===== src/rtl/exec_pkg.sv =====
package exec_pkg;
  localparam int XLEN   = 16;
  localparam int REG_AW = 4;
  localparam int IMM_W  = 8;
  localparam logic [XLEN-1:0] HALT_WORD = 16'h7FFF;

  typedef enum logic [3:0] {
    OP_ADD  = 4'h0, OP_SUB  = 4'h1, OP_AND = 4'h2, OP_OR   = 4'h3,
    OP_XOR  = 4'h4, OP_SLTN = 4'h5, OP_SHL = 4'h6, OP_SHR  = 4'h7,
    OP_LD   = 4'h8, OP_ST   = 4'h9, OP_LI  = 4'hA, OP_LIH  = 4'hB,
    OP_BZ   = 4'hC, OP_BNZ  = 4'hD, OP_ADDI = 4'hE, OP_JMP = 4'hF
  } op_e;

  typedef enum logic [1:0] {SRC_ALU, SRC_IMM, SRC_LD} wb_src_e;
endpackage


===== src/rtl/exec_alu.sv =====
module exec_alu
  import exec_pkg::*;
#(
  parameter int W = XLEN
) (
  input  op_e          op_i,
  input  logic [W-1:0] a_i,
  input  logic [W-1:0] b_i,
  input  logic [3:0]   fill_i,
  output logic [W-1:0] res_o
);
  logic fill_nz;
  assign fill_nz = |fill_i;

  always_comb begin
    unique case (op_i)
      OP_ADD:  res_o = a_i + b_i;
      OP_SUB:  res_o = a_i - b_i;
      OP_AND:  res_o = a_i & b_i;
      OP_OR:   res_o = a_i | b_i;
      OP_XOR:  res_o = a_i ^ b_i;
      // inverted polarity: 0 when less
      OP_SLTN: res_o = ($signed(a_i) < $signed(b_i)) ? '0 : W'(1);
      OP_SHL:  res_o = {a_i[W-2:0], fill_nz};
      OP_SHR:  res_o = {fill_nz & a_i[W-1], a_i[W-1:1]};
      default: res_o = '0;
    endcase
  end
endmodule


===== src/rtl/exec_imm.sv =====
module exec_imm
  import exec_pkg::*;
#(
  parameter int W  = XLEN,
  parameter int IW = IMM_W
) (
  input  op_e           op_i,
  input  logic [W-1:0]  rd_i,
  input  logic [IW-1:0] imm_i,
  output logic [W-1:0]  res_o
);
  localparam int EXT_W = W - IW;

  logic [W-1:0] sext;
  assign sext = {{EXT_W{imm_i[IW-1]}}, imm_i};

  always_comb begin
    unique case (op_i)
      OP_LI:   res_o = sext;
      OP_LIH:  res_o = {imm_i, rd_i[EXT_W-1:0]};
      OP_ADDI: res_o = rd_i + sext;
      default: res_o = '0;
    endcase
  end
endmodule


===== src/rtl/exec_wen.sv =====
module exec_wen
  import exec_pkg::*;
(
  input  op_e     op_i,
  input  logic    halt_i,
  input  logic    ld_valid_i,
  output logic    wen_o,
  output wb_src_e src_o
);
  always_comb begin
    wen_o = 1'b0;
    src_o = SRC_ALU;
    unique case (op_i)
      OP_ADD, OP_SUB, OP_AND, OP_OR, OP_XOR, OP_SLTN, OP_SHL:
        wen_o = 1'b1;
      OP_SHR:  wen_o = ~halt_i;
      OP_LI, OP_LIH, OP_ADDI: begin
        wen_o = 1'b1;
        src_o = SRC_IMM;
      end
      OP_LD: begin
        wen_o = ld_valid_i;
        src_o = SRC_LD;
      end
      default: wen_o = 1'b0;
    endcase
  end
endmodule


===== src/rtl/exec_unit.sv =====
module exec_unit
  import exec_pkg::*;
#(
  parameter int W  = XLEN,
  parameter int AW = REG_AW,
  parameter int IW = IMM_W
) (
  input  logic          clk_i,
  input  logic          rst_ni,
  input  logic          valid_i,
  input  logic [W-1:0]  instr_i,
  input  logic [W-1:0]  rs_val_i,
  input  logic [W-1:0]  rt_val_i,
  input  logic [W-1:0]  rd_val_i,
  input  logic          ld_valid_i,
  input  logic [W-1:0]  ld_data_i,
  output logic          wb_en_o,
  output logic [AW-1:0] wb_idx_o,
  output logic [W-1:0]  wb_data_o
);
  localparam int OP_LSB = W - 4;
  localparam int RD_LSB = OP_LSB - AW;

  op_e          op;
  logic         halt;
  logic         wen;
  wb_src_e      src;
  logic [W-1:0] alu_res, imm_res, wb_next;

  assign op   = op_e'(instr_i[W-1:OP_LSB]);
  assign halt = (instr_i == HALT_WORD);

  exec_alu #(.W(W)) u_alu (
    .op_i(op), .a_i(rs_val_i), .b_i(rt_val_i),
    .fill_i(instr_i[3:0]), .res_o(alu_res)
  );

  exec_imm #(.W(W), .IW(IW)) u_imm (
    .op_i(op), .rd_i(rd_val_i), .imm_i(instr_i[IW-1:0]), .res_o(imm_res)
  );

  exec_wen u_wen (
    .op_i(op), .halt_i(halt), .ld_valid_i(ld_valid_i),
    .wen_o(wen), .src_o(src)
  );

  always_comb begin
    unique case (src)
      SRC_IMM: wb_next = imm_res;
      SRC_LD:  wb_next = ld_data_i;
      default: wb_next = alu_res;
    endcase
  end

  always_ff @(posedge clk_i or negedge rst_ni) begin
    if (!rst_ni) begin
      wb_en_o   <= 1'b0;
      wb_idx_o  <= '0;
      wb_data_o <= '0;
    end else begin
      wb_en_o <= valid_i & wen;
      if (valid_i) begin
        wb_idx_o  <= instr_i[RD_LSB +: AW];
        wb_data_o <= wb_next;
      end
    end
  end

  AST_RESET_QUIET: assert property (@(posedge clk_i) !rst_ni |-> !wb_en_o);
  AST_IDLE_NO_WB: assert property (@(posedge clk_i) disable iff (!rst_ni)
    !valid_i |=> !wb_en_o);
  AST_IDX_FOLLOWS: assert property (@(posedge clk_i) disable iff (!rst_ni)
    valid_i |=> wb_idx_o == $past(instr_i[RD_LSB +: AW]));
  AST_HALT_NO_WB: assert property (@(posedge clk_i) disable iff (!rst_ni)
    (valid_i && instr_i == HALT_WORD) |=> !wb_en_o);
  AST_CTRL_NO_WB: assert property (@(posedge clk_i) disable iff (!rst_ni)
    (valid_i && instr_i[W-1:OP_LSB] inside {4'h9, 4'hC, 4'hD, 4'hF}) |=> !wb_en_o);
  AST_LD_GATED: assert property (@(posedge clk_i) disable iff (!rst_ni)
    (valid_i && instr_i[W-1:OP_LSB] == 4'h8) |=> wb_en_o == $past(ld_valid_i));
  AST_LIH_LOW_KEPT: assert property (@(posedge clk_i) disable iff (!rst_ni)
    (valid_i && instr_i[W-1:OP_LSB] == 4'hB) |=>
      wb_data_o[IW-1:0] == $past(rd_val_i[IW-1:0]));
endmodule


===== config.mk =====
export PLATFORM = sky130hd
export DESIGN_NAME = exec_unit
export DESIGN_NICKNAME = d
export VERILOG_FILES = /design/src/rtl/exec_pkg.sv /design/src/rtl/exec_alu.sv /design/src/rtl/exec_imm.sv /design/src/rtl/exec_wen.sv /design/src/rtl/exec_unit.sv
export SDC_FILE = /design/constraint.sdc
export NUM_CORES = 1
export LEC_CHECK = 0
export ABC_CLOCK_PERIOD_IN_PS = 1650
export BUFFER_PORTS_ARGS = -buffer_cell sky130_fd_sc_hd__buf_2
export CAP_MARGIN = 20
export CORE_MARGIN = 2
export CORE_UTILIZATION = 60
export DETAILED_ROUTE_END_ITERATION = 8
export PLACE_DENSITY_LB_ADDON = 0.05
export SLEW_MARGIN = 20
export SYNTH_ARGS = -nofsm -noshare
export SYNTH_HDL_FRONTEND = slang
export SYNTH_HIERARCHICAL = 1
export SYNTH_SLANG_ARGS = --single-unit
export TNS_END_PERCENT = 20

===== constraint.sdc =====
create_clock -name clk_i -period 1.65 [get_ports clk_i]
set_input_delay 0.33 -clock clk_i [delete_from_list [all_inputs] [get_ports clk_i]]
set_output_delay 0.33 -clock clk_i [all_outputs]
set_load 0.01 [all_outputs]

==> results of run 1 <==
logic make-up after synthesis:
logic type / after synthesis
adders and majority gates: 72
AOI/OAI and AO/OA: 248
muxes: 31
xor gates and xnor gates: 16
buffers and inverters: 108
and+or+nand+nor: 173
DFF: 21
per-layer routing:
layer | GRT overflow | GRT usage
met1 | 2 | 0.748
met2 | 62 | 0.976
met3 | 0 | 0.581
met4 | 31 | 0.886
met5 | 0 | 0.125
per-stage QoR:
| stage | hold slack, ps | util |
|---|---|---|
| after CTS | 23.1 | 0.928 |
| after detailed placement | 307 | 0.894 |
| after global placement | 300 | 0.894 |
| after floorplan | 34.4 | - |
what timing repair did:
item                                    4_1_cts
endpoints found under the setup margin       16
gates resized for setup                      49
buffers inserted                              2
pin swaps                                    20
hold buffers                                  0
==> results.py, run 1 <==
metrics = {
    "synthesis": {
        "ys_warn_count": 6,
        "synthArstFlopShare": 1.00,
        "syn_area_per_cell_um2": 7.54,
        "yosysSeqAreaShare": 0.104,
        "synth_top_cells_by_count": "inv_1, ha_1, a21oi_1",
        "synth_top_family_by_area": "compound AO/OA/AOI/OAI gates",
        "synth_top_cell_by_area": "ha_1",
        "netlist_top_cells_area": "ha_1, dfrtp_1, a21oi_1",
        "yosysUniqueCellTypes": 81,
        "yosys_register_bits": 21,
        "synth_edf_count": 0,
        "yosysMostFrequentCell": "inv_1",
        "netlist.area_leader.share": 0.171,
        "synth_cells": 669,
        "synthSimpleGateAreaFrac": 0.178,
        "post_synth_fa_ha_maj_area_fraction": 0.183,
        "synth-main-ff-cell": "dfrtp_1",
        "netlist_area_um2": 5050,
        "synthMuxAreaShare": 0.0630,
        "synth_compound_area_frac": 0.347,
        "synth_fp_nets": 825,
        "synthXorXnorAreaFrac": 0.0278,
    },
    "status": {
        "firstError": "[ERROR GRT-0232] Routing congestion too high. Check the congestion heatmap in the GUI.",
        "status": "stopped before the end",
        "haltStage": "global routing (5_1_grt)",
    },
    "grt": {
        "grt_usage": 0.779,
        "overflow": 95,
        "grt_max_degree": 24,
    },
    "place": {
        "dpl_worst_slack_ps": -1380,
        "numPortBuffers": 104,
        "dp_hpwl_um": 16700,
        "place_congestion": 1.06,
        "post_dp_cell_area_um2": 7310,
        "dp_cells": 1076,
    },
    "timing": {
        "worst_endpoint": "wb_data_o[12]$_DFFE_PN0P_/D",
        "endpoint_type": "register input",
    },
    "floorplanning": {
        "row_count": 33,
        "start_util": 0.617,
        "io-pin-count": 105,
        "die_w_um": 95.7,
        "fp.dieH_um": 95.7,
    },
    "clock_tree": {
        "cts_buffers": 3,
        "htree_levels": 1,
        "cts_root_buffer": "clkbuf_8",
        "cts.sinks": 21,
        "cts_buffer_depth": 2,
    },
}
==> run 2, diff against run 1 <==
CORE_UTILIZATION = 40   (was 60)
PLACE_DENSITY_LB_ADDON = 0.15   (was 0.05)
==> run 2 against run 1 <==
The flow now finishes, with violations (setup timing); synthesized cell count is the same; synthesized area is the same.
==> results.py, run 2 <==
metrics = {
    "pwr": {
        "ir_drop_uv": 246,
        "power_leakage_uw": 0.00397,
        "total_power_uw": 3670,
        "p_per_area_nw_per_um2": 455,
    },
    "worst_setup_path": {
        "critPathKind": "in -> reg",
        "startpoint_type": "primary input",
        "reg2reg_setup_slack_ps": 900,
        "reg2regPathDepth": 1,
        "crit_required_ps": 1790,
        "r2r_start": "wb_idx_o[0]$_DFFE_PN0P_",
        "worstPathMaxFanout": 3,
        "end_kind": "flip-flop",
        "path_common_cell": "o21ai_0",
        "cp.arrival_ps": 2540,
        "path_cells": "buf_2 -> inv_4 -> ha_4 -> a211oi_4 -> o31ai_4 -> and4_4 -> a21o_1 -> buf_4 -> a221oi_1 -> o21ai_0 -> o21ai_0 -> o22ai_1",
        "critPathSlowestCell": "a211oi_4",
        "r2r-end": "wb_idx_o[0]$_DFFE_PN0P_",
        "max_stage_delay_ps": 290,
    },
    "route": {
        "viasPerCell": 5.57,
        "antenna_left": 0,
        "drtIter0Drc": 385,
        "drc_errors": 0,
        "vias": 6468,
        "routed_wl_um": 19800,
        "dr.pass1.iters": 6,
        "wl_per_cell_um": 17.1,
    },
    "grt": {
        "grt_pass1_vias": 6408,
        "overflow": 0,
        "grt_pass1_wl_um": 31100,
        "antenna_found_initial": 0,
        "grt_max_degree": 39,
        "grt_usage": 0.291,
    },
    "clock_tree": {
        "cts_buffer_depth": 2,
        "htree_levels": 1,
        "tritoncts": "built",
        "cts_buffers": 3,
        "ctsHoldBuffers": 0,
        "clk_pin_slew_ps": 70,
        "cts_root_buffer": "clkbuf_16",
        "cts.sinks": 21,
        "clk_latency_ps": 270,
    },
    "floorplanning": {
        "die_w_um": 116,
        "die_area_um2": 13500,
        "start_util": 0.405,
        "io-pin-count": 105,
        "fp.dieH_um": 116,
        "core_area_um2": 12500,
        "row_count": 41,
    },
    "timing": {
        "tightestPinTransition_ps": 506,
        "hold_slack_ps": 30.4,
        "setup_viol": 16,
        "period_needed_ps": 2390,
        "slew-limit-headroom": 0.663,
        "slew_viol_final": 0,
        "fmax_mhz": 418,
        "fin_crit_sh": 1.45,
        "finalWorstSetupSlack_ps": -744,
        "fin_skew_ps": 0,
        "rsz0062_at_grt": "yes",
        "hold_viol": 0,
    },
    "synthesis": {
        "netlist_area_um2": 5050,
        "yosysSeqAreaShare": 0.104,
        "synth_top_family_by_area": "compound AO/OA/AOI/OAI gates",
        "post_synth_fa_ha_maj_area_fraction": 0.183,
        "synth_edf_count": 0,
        "netlist.area_leader.share": 0.171,
        "synthXorXnorAreaFrac": 0.0278,
        "synth-main-ff-cell": "dfrtp_1",
        "synthArstFlopShare": 1.00,
        "synth_compound_area_frac": 0.347,
        "synth_top_cells_by_count": "inv_1, ha_1, a21oi_1",
        "synthMuxAreaShare": 0.0630,
        "synth_fp_nets": 825,
        "synth_top_cell_by_area": "ha_1",
        "netlist_top_cells_area": "ha_1, dfrtp_1, a21oi_1",
        "synthSimpleGateAreaFrac": 0.178,
        "syn_area_per_cell_um2": 7.54,
        "ys_warn_count": 6,
        "yosysMostFrequentCell": "inv_1",
        "synth_cells": 669,
        "yosysUniqueCellTypes": 81,
        "yosys_register_bits": 21,
    },
    "cells_and_area": {
        "layout.cells.most_common": "buf_4",
        "top_register": "wb_data_o",
        "layout-drive-gt1-share": 0.465,
        "layout.cells.non_filler": 1162,
        "finalInstanceArea_um2": 8070,
        "largest_reg_flops": 16,
        "fin_nets": 1147,
        "top_regs": "wb_data_o (16), wb_idx_o (4), wb_en_o (1)",
        "mostFrequentLayoutCells": "buf_4, buf_2, inv_1, ha_1, a21oi_1",
        "antenna_cells": 0,
        "syn_to_final_growth_pct": 59.8,
    },
    "place": {
        "dp_cells": 1153,
        "post_dp_cell_area_um2": 7520,
        "numPortBuffers": 104,
        "dp_hpwl_um": 16600,
        "place_congestion": 0.982,
    },
    "run": {
        "cap_viol_max_count": 0,
    },
    "status": {
        "status": "finished, violations left",
        "violations": "setup timing",
    },
    "hold_path": {
        "hold_path.class": "in -> async",
    },
}
==> run 2: cell counts after synthesis <==
Identical to the previous run, type by type.
==> run 2: worst max-delay path: cells and delay by family <==
kind                       cells  cell delay [ps]
buffers and inverters          3              370
adders and majority gates      1              220
and+or+nand+nor                1              210
AOI/OAI and AO/OA              7             1400
==> run 2: kinds of logic (layout without fill, tap and decap cells) <==
| logic type | Yosys count | in the layout |
|---|---|---|
| fa+ha+maj | 72 | 72 |
| buf+inv | 108 | 429 |
| mux | 31 | 31 |
| xor+xnor | 16 | 16 |
| compound gates | 248 | 248 |
| simple gates | 173 | 173 |
| flops | 21 | 21 |
==> run 2: cell type report <==
cell class              instances  area [um^2]
flip-flops and latches         21          526
well taps                     172          215
clock buffers                   3         75.1
inverters                      72          293
clock inverters                 1         5.00
multi-input cells             540         4420
fillers                      1150         4400
repair buffers                353         2530
==> run 2: through the flow <==
step | util | setup slack [ps] | TNS [ps]
2_1_floorplan | - | -881 | -8050
3_3_place_gp | 0.603 | -1280 | -15570
3_5_place_dp | 0.603 | -1310 | -16250
4_1_cts | 0.628 | -728 | -8790
5_1_grt | 0.647 | -832 | -9890
6_report | 0.647 | -744 | -8340
==> run 2: worst max-delay path by stage <==
stage,start,to,slack [ps],depth (start not counted)
5_1_grt,rd_val_i[1],wb_data_o[15]$_DFFE_PN0P_,-830,12
2_1_floorplan,rs_val_i[0],wb_data_o[12]$_DFFE_PN0P_,-880,13
4_1_cts,rt_val_i[2],wb_data_o[15]$_DFFE_PN0P_,-730,13
3_5_place_dp,rs_val_i[0],wb_data_o[10]$_DFFE_PN0P_,-1310,14
6_report,rs_val_i[1],wb_data_o[11]$_DFFE_PN0P_,-740,12
3_3_place_gp,rs_val_i[0],wb_data_o[12]$_DFFE_PN0P_,-1280,15
==> run 2: metal layers <==
metal,up-vias,GRT usage,wire [um]
met3,59,0.0254,1140
met5,-,0,0
met4,0,0.125,798
met2,253,0.516,9620
li1,3137,-,-
met1,3019,0.360,8280
==> run 2: repair_timing <==
item / CTS / global route
pin swaps: 20 / 21
buffers inserted: 2 / 3
setup endpoints to repair: 16 / 16
hold endpoints to repair: 0 / 0
gates resized for setup: 47 / 57
==> run 2: report_power, final <==
part / internal, uW / total [uW] / switching [uW] / leakage, uW
Sequential: 589 / 635 / 46.7 / 0.000261
Clock: 327 / 542 / 215 / 0.0000409
Combinational: 1240 / 2490 / 1250 / 0.00367
Power figures use the tool's default switching activity.
==> run 3, diff against run 2 <==
CELL_PAD_IN_SITES_DETAIL_PLACEMENT = 1   (was unset)
CELL_PAD_IN_SITES_GLOBAL_PLACEMENT = 1   (was unset)
SKIP_CTS_REPAIR_TIMING = 1   (was unset)
==> run 3 against run 2 <==
The flow still finishes with violations (setup timing); critical path depth decreased by 1; hold slack improved by 27 ps; worst setup slack got worse by 240 ps; largest cell class unchanged.
==> results.py, run 3 (same netlist as run 2, synthesis figures left out) <==
metrics = {
    "route": {
        "viasPerCell": 6.16,
        "wl_per_cell_um": 23.7,
        "vias": 7259,
        "drtIter0Drc": 676,
        "drc_errors": 0,
        "antenna_left": 0,
        "dr.pass1.iters": 8,
        "routed_wl_um": 27900,
    },
    "grt": {
        "grt_usage": 0.343,
        "grt_pass1_wl_um": 36700,
        "overflow": 0,
        "grt_pass1_vias": 7204,
        "antenna_found_initial": 0,
        "grt_max_degree": 22,
    },
    "cells_and_area": {
        "antenna_cells": 0,
        "fin_nets": 1163,
        "layout.cells.non_filler": 1178,
        "syn_to_final_growth_pct": 60.8,
        "top_regs": "wb_data_o (16), wb_idx_o (4), wb_en_o (1)",
        "fin_util": 0.651,
        "multi_input_area_um2": 4400,
        "mostFrequentLayoutCells": "buf_4, buf_2, inv_1, ha_1, a21oi_1",
        "top_register": "wb_data_o",
        "layout-drive-gt1-share": 0.472,
        "seq_area_um2": 526,
        "nFillCells": 1556,
        "largest_reg_flops": 16,
        "layout.cells.most_common": "buf_4",
    },
    "pwr": {
        "power_leakage_uw": 0.00404,
        "seqPwrFrac": 0.167,
        "p_per_area_nw_per_um2": 478,
        "internal-power_uw": 2150,
        "combPwrFrac": 0.697,
        "netSwitchingFraction": 0.445,
        "power.switching_uw": 1730,
        "p_clk_frac": 0.137,
        "ir_drop_uv": 291,
    },
    "timing": {
        "tns_ps": -11260,
        "period_needed_ps": 2630,
        "tightestPinTransition_ps": 607,
        "finalWorstSetupSlack_ps": -979,
        "slew-limit-headroom": 0.594,
        "hold_viol": 0,
        "slew_viol_final": 0,
        "fin_crit_sh": 1.59,
        "setup_viol": 16,
        "fmax_mhz": 380,
        "fin_skew_ps": 0,
        "rsz0062_at_grt": "yes",
        "hold_slack_ps": 57.5,
    },
    "clock_tree": {
        "tritoncts": "built",
        "cts_buffer_depth": 2,
        "clk_pin_slew_ps": 60,
        "htree_levels": 1,
        "cts_root_buffer": "clkbuf_16",
        "clk_latency_ps": 260,
        "cts.sinks": 21,
        "cts_buffers": 3,
    },
    "worst_setup_path": {
        "worstPathMaxFanout": 2,
        "end_kind": "flip-flop",
        "startpoint_type": "primary input",
        "critPathKind": "in -> reg",
        "crit_required_ps": 1830,
        "cp.arrival_ps": 2810,
    },
    "floorplanning": {
        "io-pin-count": 105,
        "row_count": 41,
        "die_w_um": 116,
        "die_area_um2": 13500,
        "start_util": 0.405,
        "core_area_um2": 12500,
        "fp.dieH_um": 116,
    },
    "status": {
        "status": "finished, violations left",
        "violations": "setup timing",
    },
    "hold_path": {
        "hold_path.class": "in -> async",
    },
    "place": {
        "dpl_worst_slack_ps": -1390,
        "dp_cells": 1169,
        "dp_hpwl_um": 20200,
        "place_congestion": 0.970,
        "numPortBuffers": 104,
    },
    "run": {
        "cap_viol_max_count": 0,
    },
}
run 3: path summary, 6_finish.rpt:
path / depth (start not counted) / endpoint / from / slack [ps]
setup reg to reg: 1 / wb_idx_o[1]$_DFFE_PN0P_ / wb_idx_o[1]$_DFFE_PN0P_ / 880
min in group clk_i: 2 / wb_idx_o[0]$_DFFE_PN0P_ / instr_i[8] / 350
max in group asynchronous: 1 / wb_data_o[3]$_DFFE_PN0P_ / rst_ni / 1230
hold reg to reg: 1 / wb_idx_o[0]$_DFFE_PN0P_ / wb_idx_o[0]$_DFFE_PN0P_ / 520
setup / recovery: 11 / wb_data_o[15]$_DFFE_PN0P_ / rd_val_i[1] / -980
hold / removal: 1 / wb_data_o[9]$_DFFE_PN0P_ / rst_ni / 60
run 3: routing by layer:
layer  share of wire  global-route usage  up-vias  wire length, um
met3           0.075              0.0363      131             2090
met1            0.39               0.422     3538            10800
met4           0.050               0.106        0             1410
met2            0.49               0.627      422            13600
met5               0                   0        -                0
li1                -                   -     3168                -
run 3: critical path, cell delays in order:
cell and delay [ps]:
buf_2 110, ha_1 300, a211o_1 310, nor3b_2 200
buf_4 150, o31a_1 270, or4_1 510, a21oi_2 180
a2bb2oi_2 190, a221oi_1 110, o22ai_1 150
run 3: metrics by stage:
stage | instance area, um^2 | total power (uW)
floorplan | 5080 | 1770
global placement | 7610 | 2890
detailed placement | 7610 | 3010
CTS | 7690 | 3550
global route | 8110 | 4060
finish | 8110 | 3880
run 3: layout make-up:
cell class	count	area share
multi-input cells	540	0.542
inverters	72	0.0355
repair buffers	369	0.321
well taps	172	0.0265
flip-flops and latches	21	0.0648
clock buffers	3	0.00925
clock inverters	1	0.000617
run 3: power groups by stage:
stage	Sequential (uW)	Clock (uW)	Combinational [uW]
final	646	530	2700
after detailed placement	649	0	2360
after global placement	644	0	2250
after floorplan	670	0	1100
after global routing	649	563	2850
after CTS	640	535	2380
==> run 4, diff against run 3 <==
ABC_AREA = 1   (was unset)
CTS_BUF_LIST = sky130_fd_sc_hd__clkbuf_8   (was unset)
==> run 4 against run 3 <==
The run still ends with setup timing left; clock skew did not move; total power rose by 1.9%; sequential share of layout area fell by 0.33 points; die area rose by 8.9%; sequential power fell by 0.9%; synthesized area rose by 9.2%; core utilization fell by 1.0 points; maximum frequency rose by 13%; design area rose by 5.4%; non-clock buffer count fell by 59; synthesized cell count rose by 52%; clock power fell by 26%.
==> results.py, run 4 <==
metrics = {
    "worst_setup_path": {
        "reg2reg_setup_slack_ps": 830,
        "critical_path.startpoint": "rt_val_i[1]",
        "end_kind": "flip-flop",
        "r2r_start": "wb_data_o[0]$_DFFE_PN0P_",
        "cp.arrival_ps": 2520,
        "reg2regPathDepth": 2,
        "r2r-end": "wb_data_o[0]$_DFFE_PN0P_",
        "startpoint_type": "primary input",
        "crit_required_ps": 1830,
        "critPathKind": "in -> reg",
        "worstPathMaxFanout": 3,
    },
    "synthesis": {
        "yosysMostFrequentCell": "nand2_1",
        "synth_fp_nets": 1175,
        "synth-main-ff-cell": "dfrtp_1",
        "yosysSeqAreaShare": 0.0953,
        "synth_edf_count": 0,
        "yosysUniqueCellTypes": 39,
        "synth_cells": 1019,
        "netlist.area_leader.share": 0.253,
        "syn_area_per_cell_um2": 5.41,
        "netlist_area_um2": 5510,
        "ys_warn_count": 6,
        "synth_top_cell_by_area": "nand2_1",
        "yosys_register_bits": 21,
        "netlist_top_cells_area": "nand2_1, ha_1, inv_1",
        "synthArstFlopShare": 1.00,
        "synth_top_cells_by_count": "nand2_1, inv_1, nand3_1",
    },
    "timing": {
        "tightestPinTransition_ps": 835,
        "hold_slack_ps": 21.1,
        "setup_viol": 16,
        "slew-limit-headroom": 0.443,
        "period_needed_ps": 2340,
        "fin_crit_sh": 1.42,
        "slew_viol_final": 0,
        "rsz0062_at_grt": "yes",
        "hold_viol": 0,
        "finalWorstSetupSlack_ps": -687,
        "fin_skew_ps": 0,
        "tns_ps": -6060,
        "fmax_mhz": 428,
    },
    "cells_and_area": {
        "layout.cells.most_common": "nand2_1",
        "top_register": "wb_data_o",
        "seq_area_um2": 526,
        "top_regs": "wb_data_o (16), wb_idx_o (4), wb_en_o (1)",
        "syn_to_final_growth_pct": 55.1,
        "multi_input_area_um2": 4840,
        "fin_util": 0.641,
        "nFillCells": 1856,
        "fin_nets": 1464,
        "layout-drive-gt1-share": 0.403,
        "largest_reg_flops": 16,
        "layout.cells.non_filler": 1484,
        "mostFrequentLayoutCells": "nand2_1, buf_4, inv_1, buf_2, nand3_1",
    },
    "clock_tree": {
        "cts_root_buffer": "clkbuf_8",
        "tritoncts": "built",
        "cts.sinks": 21,
        "clk_pin_slew_ps": 100,
        "htree_levels": 1,
        "clk_latency_ps": 280,
        "cts_buffers": 3,
        "cts_buffer_depth": 2,
    },
    "route": {
        "drc_errors": 0,
        "drtIter0Drc": 973,
        "antenna_left": 0,
        "dr.pass1.iters": 5,
        "vias": 9049,
        "routed_wl_um": 36000,
        "wl_per_cell_um": 24.3,
        "viasPerCell": 6.10,
    },
    "grt": {
        "grt_max_degree": 28,
        "grt_util_met3": 0.0310,
        "antenna_found_initial": 2,
        "overflow": 0,
        "grt_pass1_wl_um": 41500,
        "met2_usage": 0.645,
        "grt_pass1_vias": 8463,
        "grt_usage": 0.354,
        "use_met1": 0.423,
        "globalRoute.busiestLayer": "met2",
    },
    "place": {
        "dp_hpwl_um": 22000,
        "dp_cells": 1463,
        "numPortBuffers": 104,
        "place_congestion": 0.926,
    },
    "floorplanning": {
        "fp.dieH_um": 121,
        "die_w_um": 121,
        "core_area_um2": 13300,
        "row_count": 42,
        "die_area_um2": 14700,
        "io-pin-count": 105,
        "start_util": 0.413,
    },
    "hold_path": {
        "hold_path.class": "in -> async",
    },
    "run": {
        "cap_viol_max_count": 0,
    },
    "pwr": {
        "power_leakage_uw": 0.00480,
        "p_per_area_nw_per_um2": 462,
        "ir_drop_uv": 305,
    },
    "status": {
        "status": "finished, violations left",
        "violations": "setup timing",
    },
}
==> run 4: cell types whose count changed in the layout (fill, tap and decap cells not counted), moves of 15 or more <==
cell / before / now
a21oi_1: 47 / 18
a221oi_2: 15 / 0
buf_4: 260 / 190
inv_1: 66 / 119
inv_2: 3 / 50
mux2i_1: 25 / 0
nand2_1: 36 / 339
nand2_2: 3 / 46
nand3_1: 14 / 83
nand3_2: 0 / 22
nor2_1: 36 / 70
o21ai_0: 30 / 13
==> run 4: final cells by class <==
cell class | instances | area share
well taps | 176 | 0.0258
clock inverters | 1 | 0.000585
clock buffers | 3 | 0.00483
diodes | 1 | 0.000293
flip-flops and latches | 21 | 0.0615
multi-input cells | 797 | 0.566
repair buffers | 310 | 0.261
inverters | 175 | 0.0799
==> run 4: metal layers <==
layer	vias to the layer above	wire length (um)
met3	311	3250
met2	690	16700
met5	-	13
li1	3779	-
met4	2	3520
met1	4267	12500
==> run 4: power breakdown <==
part,total (uW),internal (uW),switching [uW]
Clock,391,170,221
Sequential,640,583,56.9
Combinational,2920,1150,1770
==> run 4: kinds of logic after synthesis <==
family | synth area share
and+or+nand+nor | 0.478
adders and majority gates | 0.167
buffers and inverters | 0.149
DFF | 0.0953
xor gates and xnor gates | 0.00159
AOI/OAI and AO/OA | 0.109
==> run 4: per-stage QoR <==
stage	power, uW	area, um^2	setup slack [ps]
floorplan	1830	5670	-109
global placement	2780	7750	-611
detailed placement	2920	7750	-759
CTS	3290	7790	-482
global route	4120	8550	-689
finish	3950	8550	-687
==> run 4: how the worst max path moves through the flow <==
| stage | end |
|---|---|
| 6_report | wb_data_o[3]$_DFFE_PN0P_ |
| 5_1_grt | wb_data_o[1]$_DFFE_PN0P_ |
| 4_1_cts | wb_data_o[0]$_DFFE_PN0P_ |
| 3_5_place_dp | wb_data_o[0]$_DFFE_PN0P_ |
| 3_3_place_gp | wb_data_o[10]$_DFFE_PN0P_ |
| 2_1_floorplan | wb_data_o[0]$_DFFE_PN0P_ |
==> run 4: critical path, cell delays in order <==
cell and delay [ps]:
buf_2 100, inv_1 80, buf_4 160, ha_1 230, a21oi_1 210, nand2_1 160, o21ai_0 290, o2111ai_1 480
nor2_1 270, nor2_1 70, nand2_1 70, nand2_1 60
